==> src/rtl/wbuf_pkg.sv <==
`timescale 1ns/1ps
package wbuf_pkg;

   // index width for an array of n slots, at least one bit
   function automatic int unsigned idx_width(input int unsigned n);
      return (n > 1) ? $clog2(n) : 1;
   endfunction

   // what the buffer does with the store offered this cycle
   typedef enum logic [1:0] {
      ACT_IDLE  = 2'd0,
      ACT_MERGE = 2'd1,
      ACT_ALLOC = 2'd2,
      ACT_BLOCK = 2'd3
   } st_action_e;

endpackage

==> src/rtl/wbuf_free_pick.sv <==
`timescale 1ns/1ps
module wbuf_free_pick #(
   parameter int unsigned N     = 8,
   parameter int unsigned IDX_W = 3
) (
   input  logic [N-1:0]     busy_i,
   output logic             any_free_o,
   output logic [IDX_W-1:0] free_idx_o
);

   // lowest numbered free slot wins
   always_comb begin
      free_idx_o = '0;
      for (int k = N - 1; k >= 0; k--) begin
         if (!busy_i[k]) free_idx_o = IDX_W'(k);
      end
   end

   assign any_free_o = ~&busy_i;

endmodule

==> src/rtl/wbuf_age_fifo.sv <==
`timescale 1ns/1ps
module wbuf_age_fifo #(
   parameter int unsigned N     = 8,
   parameter int unsigned IDX_W = 3
) (
   input  logic             clk_i,
   input  logic             rst_ni,
   input  logic             push_i,
   input  logic [IDX_W-1:0] push_idx_i,
   input  logic             pop_i,
   output logic [IDX_W-1:0] head_idx_o,
   output logic             empty_o,
   output logic             full_o
);

   localparam int unsigned CNT_W = IDX_W + 1;

   logic [N-1:0][IDX_W-1:0] slot_q;
   logic [IDX_W-1:0]        rd_ptr_q;
   logic [IDX_W-1:0]        wr_ptr_q;
   logic [CNT_W-1:0]        count_q;

   assign head_idx_o = slot_q[rd_ptr_q];
   assign empty_o    = (count_q == '0);
   assign full_o     = (count_q == CNT_W'(N));

   always_ff @(posedge clk_i or negedge rst_ni) begin
      if (!rst_ni) begin
         rd_ptr_q <= '0;
         wr_ptr_q <= '0;
         count_q  <= '0;
      end else begin
         if (push_i) wr_ptr_q <= wr_ptr_q + 1'b1;
         if (pop_i)  rd_ptr_q <= rd_ptr_q + 1'b1;
         case ({push_i, pop_i})
            2'b10:   count_q <= count_q + 1'b1;
            2'b01:   count_q <= count_q - 1'b1;
            default: count_q <= count_q;
         endcase
      end
   end

   always_ff @(posedge clk_i) begin
      if (push_i) slot_q[wr_ptr_q] <= push_idx_i;
   end

   // a new entry may only be recorded while a slot is free
   assert_no_overflow_R6: assert property (@(posedge clk_i) disable iff (!rst_ni)
      push_i |-> !full_o);

   // the bus can only take an entry that exists
   assert_no_underflow_R8: assert property (@(posedge clk_i) disable iff (!rst_ni)
      pop_i |-> !empty_o);

endmodule

==> src/rtl/wbuf_line_match.sv <==
`timescale 1ns/1ps
module wbuf_line_match #(
   parameter int unsigned N       = 8,
   parameter int unsigned LINE_AW = 28,
   parameter int unsigned IDX_W   = 3
) (
   input  logic                      clk_i,
   input  logic                      rst_ni,
   input  logic [N-1:0]              valid_i,
   input  logic [N-1:0]              latest_i,
   input  logic [N-1:0][LINE_AW-1:0] line_i,
   input  logic [LINE_AW-1:0]        req_line_i,
   input  logic                      head_valid_i,
   input  logic [IDX_W-1:0]          head_idx_i,
   output logic                      hit_o,
   output logic [IDX_W-1:0]          hit_idx_o
);

   logic [N-1:0] same_latest;
   logic [N-1:0] cand;

   for (genvar e = 0; e < N; e++) begin : g_cmp
      assign same_latest[e] = valid_i[e] && latest_i[e] && (line_i[e] == req_line_i);
      assign cand[e]        = same_latest[e] && !(head_valid_i && (head_idx_i == IDX_W'(e)));
   end

   assign hit_o = |cand;

   always_comb begin
      hit_idx_o = '0;
      for (int k = 0; k < N; k++) begin
         if (cand[k]) hit_idx_o = IDX_W'(k);
      end
   end

   // at most one entry is the youngest holder of any line
   assert_single_latest_R11: assert property (@(posedge clk_i) disable iff (!rst_ni)
      $onehot0(same_latest));

endmodule

==> src/rtl/wbuf_coalesce.sv <==
`timescale 1ns/1ps
module wbuf_coalesce
   import wbuf_pkg::*;
#(
   parameter int unsigned ENTRIES       = 8,
   parameter int unsigned LINE_BYTES    = 16,
   parameter int unsigned LINE_AW       = 28,
   parameter bit          MERGE_SUPPORT = 1'b1
) (
   input  logic                      clk_i,
   input  logic                      rst_ni,
   input  logic                      coal_en_i,
   input  logic                      st_valid_i,
   input  logic [LINE_AW-1:0]        st_line_i,
   input  logic [LINE_BYTES-1:0]     st_be_i,
   input  logic [LINE_BYTES*8-1:0]   st_data_i,
   input  logic                      st_coal_ok_i,
   output logic                      st_stall_o,
   output logic                      dr_valid_o,
   input  logic                      dr_ready_i,
   output logic [LINE_AW-1:0]        dr_line_o,
   output logic [LINE_BYTES-1:0]     dr_be_o,
   output logic [LINE_BYTES*8-1:0]   dr_data_o,
   output logic                      empty_o
);

   localparam int unsigned IDX_W  = idx_width(ENTRIES);
   localparam int unsigned DATA_W = LINE_BYTES * 8;

   // elaboration checks on the parameter set
   if (ENTRIES < 2 || (ENTRIES & (ENTRIES - 1)) != 0) begin : g_bad_entries
      $error("ENTRIES must be a power of two and at least 2");
   end
   if (LINE_BYTES < 1 || (LINE_BYTES & (LINE_BYTES - 1)) != 0) begin : g_bad_line
      $error("LINE_BYTES must be a power of two");
   end
   if (LINE_AW < 1) begin : g_bad_aw
      $error("LINE_AW must be positive");
   end

   logic [ENTRIES-1:0]              valid_q;
   logic [ENTRIES-1:0]              latest_q;
   logic [ENTRIES-1:0][LINE_AW-1:0] line_q;
   logic [ENTRIES-1:0][LINE_BYTES-1:0] be_q;
   logic [ENTRIES-1:0][DATA_W-1:0]  data_q;

   logic             fifo_empty;
   logic             fifo_full;
   logic [IDX_W-1:0] head_idx;
   logic             any_free;
   logic [IDX_W-1:0] free_idx;
   logic             merge_hit;
   logic [IDX_W-1:0] merge_idx;
   logic             may_merge;
   st_action_e       action;
   logic             alloc_w;
   logic             merge_w;
   logic             drain_w;

   wbuf_free_pick #(.N(ENTRIES), .IDX_W(IDX_W)) free_i (
      .busy_i     (valid_q),
      .any_free_o (any_free),
      .free_idx_o (free_idx)
   );

   wbuf_age_fifo #(.N(ENTRIES), .IDX_W(IDX_W)) age_i (
      .clk_i      (clk_i),
      .rst_ni     (rst_ni),
      .push_i     (alloc_w),
      .push_idx_i (free_idx),
      .pop_i      (drain_w),
      .head_idx_o (head_idx),
      .empty_o    (fifo_empty),
      .full_o     (fifo_full)
   );

   if (MERGE_SUPPORT) begin : g_merge
      wbuf_line_match #(.N(ENTRIES), .LINE_AW(LINE_AW), .IDX_W(IDX_W)) match_i (
         .clk_i        (clk_i),
         .rst_ni       (rst_ni),
         .valid_i      (valid_q),
         .latest_i     (latest_q),
         .line_i       (line_q),
         .req_line_i   (st_line_i),
         .head_valid_i (!fifo_empty),
         .head_idx_i   (head_idx),
         .hit_o        (merge_hit),
         .hit_idx_o    (merge_idx)
      );
      assign may_merge = coal_en_i && st_coal_ok_i && merge_hit;
   end else begin : g_no_merge
      assign merge_hit = 1'b0;
      assign merge_idx = '0;
      assign may_merge = 1'b0;
   end

   // decision for the offered store
   always_comb begin
      if (!st_valid_i)     action = ACT_IDLE;
      else if (may_merge)  action = ACT_MERGE;
      else if (!fifo_full) action = ACT_ALLOC;
      else                 action = ACT_BLOCK;
   end

   assign st_stall_o = fifo_full && !may_merge;
   assign alloc_w    = (action == ACT_ALLOC);
   assign merge_w    = (action == ACT_MERGE);
   assign dr_valid_o = !fifo_empty;
   assign drain_w    = dr_valid_o && dr_ready_i;
   assign empty_o    = fifo_empty;

   assign dr_line_o  = line_q[head_idx];
   assign dr_be_o    = be_q[head_idx];
   assign dr_data_o  = data_q[head_idx];

   // per entry storage
   for (genvar e = 0; e < ENTRIES; e++) begin : g_ent
      logic              v_r;
      logic              young_r;
      logic [LINE_AW-1:0] line_r;
      logic [LINE_BYTES-1:0] be_r;
      logic [DATA_W-1:0] data_r;
      logic              ent_alloc;
      logic              ent_merge;
      logic              ent_drain;

      assign ent_alloc = alloc_w && (free_idx == IDX_W'(e));
      assign ent_merge = merge_w && (merge_idx == IDX_W'(e));
      assign ent_drain = drain_w && (head_idx == IDX_W'(e));

      always_ff @(posedge clk_i or negedge rst_ni) begin
         if (!rst_ni) begin
            v_r     <= 1'b0;
            young_r <= 1'b0;
         end else if (ent_alloc) begin
            v_r     <= 1'b1;
            young_r <= 1'b1;
         end else if (ent_drain) begin
            v_r     <= 1'b0;
            young_r <= 1'b0;
         end else if (alloc_w && v_r && (line_r == st_line_i)) begin
            young_r <= 1'b0;
         end
      end

      always_ff @(posedge clk_i) begin
         if (ent_alloc) begin
            line_r <= st_line_i;
            be_r   <= st_be_i;
            for (int b = 0; b < LINE_BYTES; b++) begin
               data_r[b*8 +: 8] <= st_be_i[b] ? st_data_i[b*8 +: 8] : 8'h00;
            end
         end else if (ent_merge) begin
            be_r <= be_r | st_be_i;
            for (int b = 0; b < LINE_BYTES; b++) begin
               if (st_be_i[b]) data_r[b*8 +: 8] <= st_data_i[b*8 +: 8];
            end
         end
      end

      assign valid_q[e]  = v_r;
      assign latest_q[e] = young_r;
      assign line_q[e]   = line_r;
      assign be_q[e]     = be_r;
      assign data_q[e]   = data_r;
   end

   // stall only with every entry occupied
   assert_stall_full_R6: assert property (@(posedge clk_i) disable iff (!rst_ni)
      st_stall_o |-> (&valid_q));

   // a new entry is only placed in a free slot
   assert_alloc_free_R2: assert property (@(posedge clk_i) disable iff (!rst_ni)
      alloc_w |-> any_free);

   // a merge targets an occupied entry that is not on the drain port
   assert_merge_live_R4: assert property (@(posedge clk_i) disable iff (!rst_ni)
      merge_w |-> (valid_q[merge_idx] && (merge_idx != head_idx)));

   // offered entry stays put until taken
   assert_drain_hold_R8: assert property (@(posedge clk_i) disable iff (!rst_ni)
      (dr_valid_o && !dr_ready_i) |=>
         (dr_valid_o && $stable(dr_line_o) && $stable(dr_be_o) && $stable(dr_data_o)));

   // empty flag agrees with entry occupancy
   assert_empty_match_R9: assert property (@(posedge clk_i) disable iff (!rst_ni)
      empty_o == (valid_q == '0));

endmodule

==> config.mk <==
export PLATFORM = sky130hd
export DESIGN_NAME = wbuf_coalesce
export DESIGN_NICKNAME = d
export VERILOG_FILES = /design/src/rtl/wbuf_pkg.sv /design/src/rtl/wbuf_free_pick.sv /design/src/rtl/wbuf_age_fifo.sv /design/src/rtl/wbuf_line_match.sv /design/src/rtl/wbuf_coalesce.sv
export SDC_FILE = /design/constraint.sdc
export NUM_CORES = 2
export LEC_CHECK = 0
export BUFFER_PORTS_ARGS = -buffer_cell sky130_fd_sc_hd__buf_2
export CAP_MARGIN = 0
export CORE_MARGIN = 2
export CORE_UTILIZATION = 67
export CTS_CLUSTER_SIZE = 20
export DETAILED_ROUTE_END_ITERATION = 12
export GPL_ROUTABILITY_DRIVEN = 1
export PLACE_DENSITY = 0.92
export SLEW_MARGIN = 20
export SYNTH_ARGS = -nofsm -noshare
export SYNTH_HDL_FRONTEND = slang
export SYNTH_SLANG_ARGS = --single-unit
==> constraint.sdc <==
create_clock -name clk_i -period 7.5 [get_ports clk_i]
set_clock_uncertainty 0.1 [all_clocks]
set_input_delay 1.5 -clock clk_i [delete_from_list [all_inputs] [get_ports clk_i]]
set_output_delay 1.5 -clock clk_i [all_outputs]
set_load 0.05 [all_outputs]
; ---- After elaboration in Yosys (flattened, before gate mapping)
; Index checks and enable logic that the tools add are counted.
[op_classes]
n_reduce_logical = 373
n_addsub = 4
mux = 134
n_eq_ne = 34
bitwise_logic = 8
n_lt_le_gt_ge = 4
[op_table]
columns = op, n
row1 = 128-bit two-way mux, 17
row2 = 128-bit binary-select mux with 3-bit select, 1
row3 = 2-bit nonzero test, 145
row4 = 16-bit two-way mux, 17
row5 = 8-bit two-way mux, 32
row6 = 2-bit AND reduction, 128
row7 = 28-bit equality test, 8
row8 = 16-bit bitwise OR, 8
row9 = 28-bit binary-select mux with 3-bit select, 1
row10 = 1-bit logical AND, 77
row11 = 16-bit binary-select mux with 3-bit select, 1
row12 = 1-bit two-way mux, 42
row13 = 3-bit two-way mux, 14
row14 = 3-bit equality test (second input constant), 12
row15 = 28-bit two-way mux, 1
row16 = 24-bit bitwise mux, 1
row17 = 3-bit nonzero test, 8
row18 = 3-bit by 2-bit equality test with 1-bit output (second input constant), 6
row19 = 3-bit by 4-bit < comparator with 1-bit output (second input constant), 3
row20 = 1-bit zero test, 10
row21 = 3-bit binary-select mux with 3-bit select, 1
row22 = 3-bit demux with 3-bit select, 1
row23 = 3-bit by 1-bit equality test with 1-bit output (second input constant), 3
row24 = 3-bit zero test, 3
row25 = other kinds (11), 17
[totals]
word_cells = 728
ff_bits = 1426
output_inout_bits = 175

; ---- Depth between registers and ports, before layout
[logic_depth]
word_depth = 17
ltp_mapped = 20
ltp_nobuf = 15

; ---- Hierarchy
; Synthesis repeated with hierarchy kept, for this count alone.
[hier_totals]
cells_unflattened = 4513
hier_area_um2 = 68867.3
[by_module_without_submodules]
columns = mod, cells_each, n_inst, seq_area_each_um2, area_each_um2
row1 = wbuf_coalesce, 4050, 1, 41720.0, 64445.6
row2 = wbuf_line_match, 359, 1, 0.0, 2856.5
row3 = wbuf_age_fifo, 89, 1, 970.9, 1491.4
row4 = wbuf_free_pick, 15, 1, 0.0, 73.8

; ---- Least setup slack after synthesis
; No wires, ideal clock.
[synth_timing]
path_kind = register -> register
from = register age_i.count_q[1]
to = register age_i.count_q[2]
n_path_buf = 4
t_arrival_ps = 6026
t_required_ps = 7270
setup_ps = 130
path_stages_with_launch = 19
synth_period_minus_slack_ps = 6256
slack_ps = 1244
path_cell_list = dfrtp_1 -> clkbuf_1 -> nor4_1 -> inv_1 -> nand2_1 -> nor3_1 -> o32ai_1 -> o41ai_2 -> and2_1 -> buf_4 -> inv_2 -> clkbuf_1 -> ha_1 -> clkbuf_1 -> xor2_1 -> ha_1 -> nor4b_1 -> nor4_1 -> nand3_1
[synth_via]
elab_chain_cells = 12
elab_cells_between_ends = 40
[synth_lines]
columns = element, line
row1 = "start, declared", wbuf_age_fifo.sv:21  ; logic [CNT_W-1:0] count_q;
row2 = "start signal, assigned", wbuf_age_fifo.sv:36  ; 2'b10: count_q <= count_q + 1'b1;
row3 = "start signal, assigned", wbuf_age_fifo.sv:37  ; 2'b01: count_q <= count_q - 1'b1;
row4 = "start signal, assigned", wbuf_age_fifo.sv:38  ; default: count_q <= count_q;
row5 = 4-bit zero test (*), wbuf_age_fifo.sv:24  ; assign empty_o = (count_q == '0);
row6 = named net empty_o, wbuf_coalesce.sv:24  ; output logic empty_o
row7 = 1-bit zero test (*), wbuf_coalesce.sv:108  ; assign dr_valid_o = !fifo_empty;
row8 = named net dr_valid_o, wbuf_coalesce.sv:19  ; output logic dr_valid_o,
row9 = 1-bit logical AND, wbuf_line_match.sv:24  ; assign cand[e] = same_latest[e] && !(head_valid_i && (head_idx_i == IDX_W'(e)));
row10 = 1-bit zero test, wbuf_line_match.sv:24
row11 = 1-bit logical AND, wbuf_line_match.sv:24
row12 = 8-bit OR reduction, wbuf_line_match.sv:27  ; assign hit_o = |cand;
row13 = 1-bit logical AND, wbuf_coalesce.sv:90  ; assign may_merge = coal_en_i && st_coal_ok_i && merge_hit;
row14 = 2-bit two-way mux, wbuf_coalesce.sv:100  ; else if (may_merge) action = ACT_MERGE;
row15 = 2-bit two-way mux, wbuf_coalesce.sv:99  ; if (!st_valid_i) action = ACT_IDLE;
row16 = 2-bit equality test, wbuf_coalesce.sv:106  ; assign alloc_w = (action == ACT_ALLOC);
row17 = 2-bit by 1-bit equality test with 1-bit output or 2-bit equality test (tied branches), wbuf_age_fifo.sv:35  ; case ({push_i, pop_i})
row18 = 4-bit one-hot mux with 2 select lines or 2-bit nonzero test (tied branches), n/a
; Mark *: on every way through the listed nets, which the timed path passes. The rest lies on a longest branch.
; A chain may end at the register's enable or synchronous reset.

; ---- Final worst setup path
[layout_timing]
from = register age_i.rd_ptr_q[0]
to = output dr_data_o[18]
[layout_via]
elab_chain_cells = 4
[layout_lines]
columns = element, line
row1 = "start, declared", wbuf_age_fifo.sv:19  ; logic [IDX_W-1:0] rd_ptr_q;
row2 = "start signal, assigned", wbuf_age_fifo.sv:34  ; if (pop_i) rd_ptr_q <= rd_ptr_q + 1'b1;
row3 = 3-bit binary-select mux with 3-bit select, wbuf_age_fifo.sv:23  ; assign head_idx_o = slot_q[rd_ptr_q];
row4 = 3-bit two-way mux (not written as such), wbuf_age_fifo.sv:23
row5 = 128-bit binary-select mux with 3-bit select, wbuf_coalesce.sv:114  ; assign dr_data_o = data_q[head_idx];
row6 = 128-bit two-way mux (not written as such), wbuf_coalesce.sv:114
row7 = "end, declared", wbuf_coalesce.sv:23  ; output logic [LINE_BYTES*8-1:0] dr_data_o,
; No other way between the ends. The select of a mux whose other input is x is not followed.

==> impl_metrics.env <==
export IMPL_grt_pass1_wl_um=291000
export IMPL_synth_edff_count=1400
export IMPL_syn_nets=6270
export IMPL_antenna_found_initial=19
export IMPL_drtIter0Drc=7952
export IMPL_synth_distinct_cells=59
export IMPL_synth_avg_cell_area_um2=11.2
export IMPL_use_met1_pct=48.5
export IMPL_num_rows=117
export IMPL_dp_worst_setup_slack_ns=1.42
export IMPL_dr_pass1_iters=6
export IMPL_finalHoldViolCount=0
export IMPL_synth_largest_area_cell="edfxtp_1"
export IMPL_grt_max_degree=244
export IMPL_ys_seq_area_share_pct=62.5
export IMPL_die_area_um2=105000
export IMPL_cts_num_sinks=1426
export IMPL_portBuffers=352
export IMPL_critPathKind="reg2out"
export IMPL_grt_use_met3_pct=8.91
export IMPL_cts_root_buffer="clkbuf_16"
export IMPL_dp_hpwl_um=124000
export IMPL_setup_worst_path_start_class="register"
export IMPL_final_cell_area_um2=75400
export IMPL_synth_common_cells="1526 x nand2_1, 1400 x edfxtp_1, 1030 x nor2b_1"
export IMPL_ys_ff_latch=1426
export IMPL_via_count=50875
export IMPL_grt_pass1_vias=48965
export IMPL_min_path_type="reg2reg"
export IMPL_yosysWarnings=0
export IMPL_final_fill_count=6261
export IMPL_synth_flop_cell="edfxtp_1"
export IMPL_grt_overflow=0
export IMPL_grt_use_total_pct=37.4
export IMPL_core_area_um2=101000
export IMPL_gp_congestion=1.05
export IMPL_finalSetupViolations=0
export IMPL_gr_max_usage_layer="met2"
export IMPL_ios=353
export IMPL_worst_ep_required_time_ns=5.90
export IMPL_cts_tree="yes"
export IMPL_initial_core_util_pct=67.4
export IMPL_cts_inserted_buffers=143
export IMPL_cts_repair_resized=0
export IMPL_clock_path_buffers=3
export IMPL_clkTransAtPathRegs_ns=0.05
export IMPL_fin_setup_tns_ns=0
export IMPL_cap_violations=0
export IMPL_drc_errors=0
export IMPL_yosysMostFrequentCell="nand2_1"
export IMPL_slew_violations=0
export IMPL_postCtsSetupBuffers=0
export IMPL_fp_dieH_um=323
export IMPL_regArea_um2=42700
export IMPL_h_tree_depth=4
export IMPL_drive_gt1_share_pct=13.8
export IMPL_outcome="finished clean"
export IMPL_hold_buffers=0
export IMPL_critPathCaptureType="primary output"
export IMPL_multi_input_area_um2=24200
export IMPL_finalWorstSetupSlack_ns=0.727
export IMPL_met2_usage_pct=58.5
export IMPL_synth_top_area_share_pct=61.5
export IMPL_fmax_ghz=0.148
export IMPL_synthArstFlopShare_pct=1.82
export IMPL_synth_area_um2=68300
export IMPL_min_period_ns=6.77
export IMPL_areaGrowthSynthToFinish_pct=10.4
export IMPL_tightest_slew_ns=1.20
export IMPL_dpl_cell_area_um2=70900
export IMPL_netlist_instances=6088
export IMPL_ant_nets=0
export IMPL_clk_latency_ns=0.75
export IMPL_finalCritPeriodShare_pct=90.3
export IMPL_synthTopCellsByArea="edfxtp_1 62%, nor2b_1 9.4%, nand2_1 8.4%"
export IMPL_cp_max_fo=203
export IMPL_slew_headroom_pct=19.7
export IMPL_layout_nets=6426
export IMPL_cp_arrival_ns=5.17
export IMPL_die_width_um=323
export IMPL_rsz0062_at_grt="no"
export IMPL_routedWlPerCell_um=25.6
export IMPL_routed_wl_um=198000
export IMPL_detail_route_vias_per_cell=6.58
final cells by class:
type                            count  share of cell area (%)
Timing Repair Buffer              401                    3.03
Antenna cell                       11                  0.0365
Clock inverter                     70                   0.831
Tap cell                         1368                    2.27
Clock buffer                      178                    5.06
Sequential cell                  1426                    56.6
Multi-Input combinational cell   4256                    32.1
Inverter                           16                  0.0796
worst paths after layout:
check | from | endpoint | depth (start not counted) | slack (ns)
worst max-delay path | age_i.rd_ptr_q[0]$_DFFE_PN0P_ | dr_data_o[18] | 7 | 0.73
worst min-delay path | age_i.count_q[3]$_DFFE_PN0P_ | age_i.count_q[3]$_DFFE_PN0P_ | 1 | 0.41
worst max register to register | age_i.rd_ptr_q[0]$_DFFE_PN0P_ | g_ent[5].data_r[12]$_DFFE_PP_ | 11 | 1.46
worst min register to register | age_i.count_q[3]$_DFFE_PN0P_ | age_i.count_q[3]$_DFFE_PN0P_ | 1 | 0.41
max in group asynchronous | rst_ni | g_ent[0].v_r$_DFFE_PN0P_ | 1 | 6.22
min in group asynchronous | rst_ni | age_i.count_q[0]$_DFFE_PN0P_ | 1 | 0.66
layout by cell type, fill, tap and decap left out, types with 69 or more instances in the layout:
cell / netlist / final
a21o_1: 210 / 210
a311oi_1: 172 / 172
a31o_2: 177 / 177
and3_1: 177 / 177
buf_2: 17 / 352
clkbuf_16: 0 / 147
edfxtp_1: 1400 / 1400
nand2_1: 1526 / 1526
nand3_1: 374 / 373
nand4_1: 69 / 69
nor2_1: 81 / 80
nor2b_1: 1030 / 1028
xnor2_1: 169 / 169
through the flow:
stage               hold slack, ns  instances  utilization (%)
floorplan                    0.364       6088                -
global placement             0.390       7466             69.9
detailed placement           0.396       7466             69.9
CTS                          0.406       7714             74.3
global route                 0.427       7720             74.3
finish                       0.408       7726             74.4
routing by layer:
metal	part of all wire, %	routed length (um)
met5	0.079	157
met4	5.8	11500
met3	13	26100
met2	46	91800
met1	35	68400
cell families (layout without fill, tap and decap cells):
kind of cell	Yosys count	in the layout	share of synthesized area (%)
DFF	1426	1426	62.5
adders and majority gates	4	4	0.0732
other	0	11	0
muxes	14	14	0.330
buffers and inverters	406	665	2.29
xor gates and xnor gates	230	230	2.95
and+or+nand+nor	3421	3421	24.8
AOI/OAI and AO/OA	587	587	7.07
flip-flops by register name (all words and copies together), names as in the netlist:
name / cells
age_i.wr_ptr_q: 3
age_i.count_q: 4
age_i.slot_q: 24
age_i.rd_ptr_q: 3
g_ent.line_r: 224
g_ent.v_r: 8
g_ent.be_r: 128
g_ent.data_r: 1024
g_ent.young_r: 8
worst max-delay path, stage by stage (launching register included):
cell	delay (ns)
dfrtp_1	0.60
mux4_2	0.61
mux2i_4	0.58
buf_12	0.69
buf_4	0.93
a311oi_1	0.26
a31o_2	0.35
buf_2	0.21
Power is left out: the tool's default activity adds up to more than one toggle a clock period on the data nets, which glitch-free logic cannot reach.
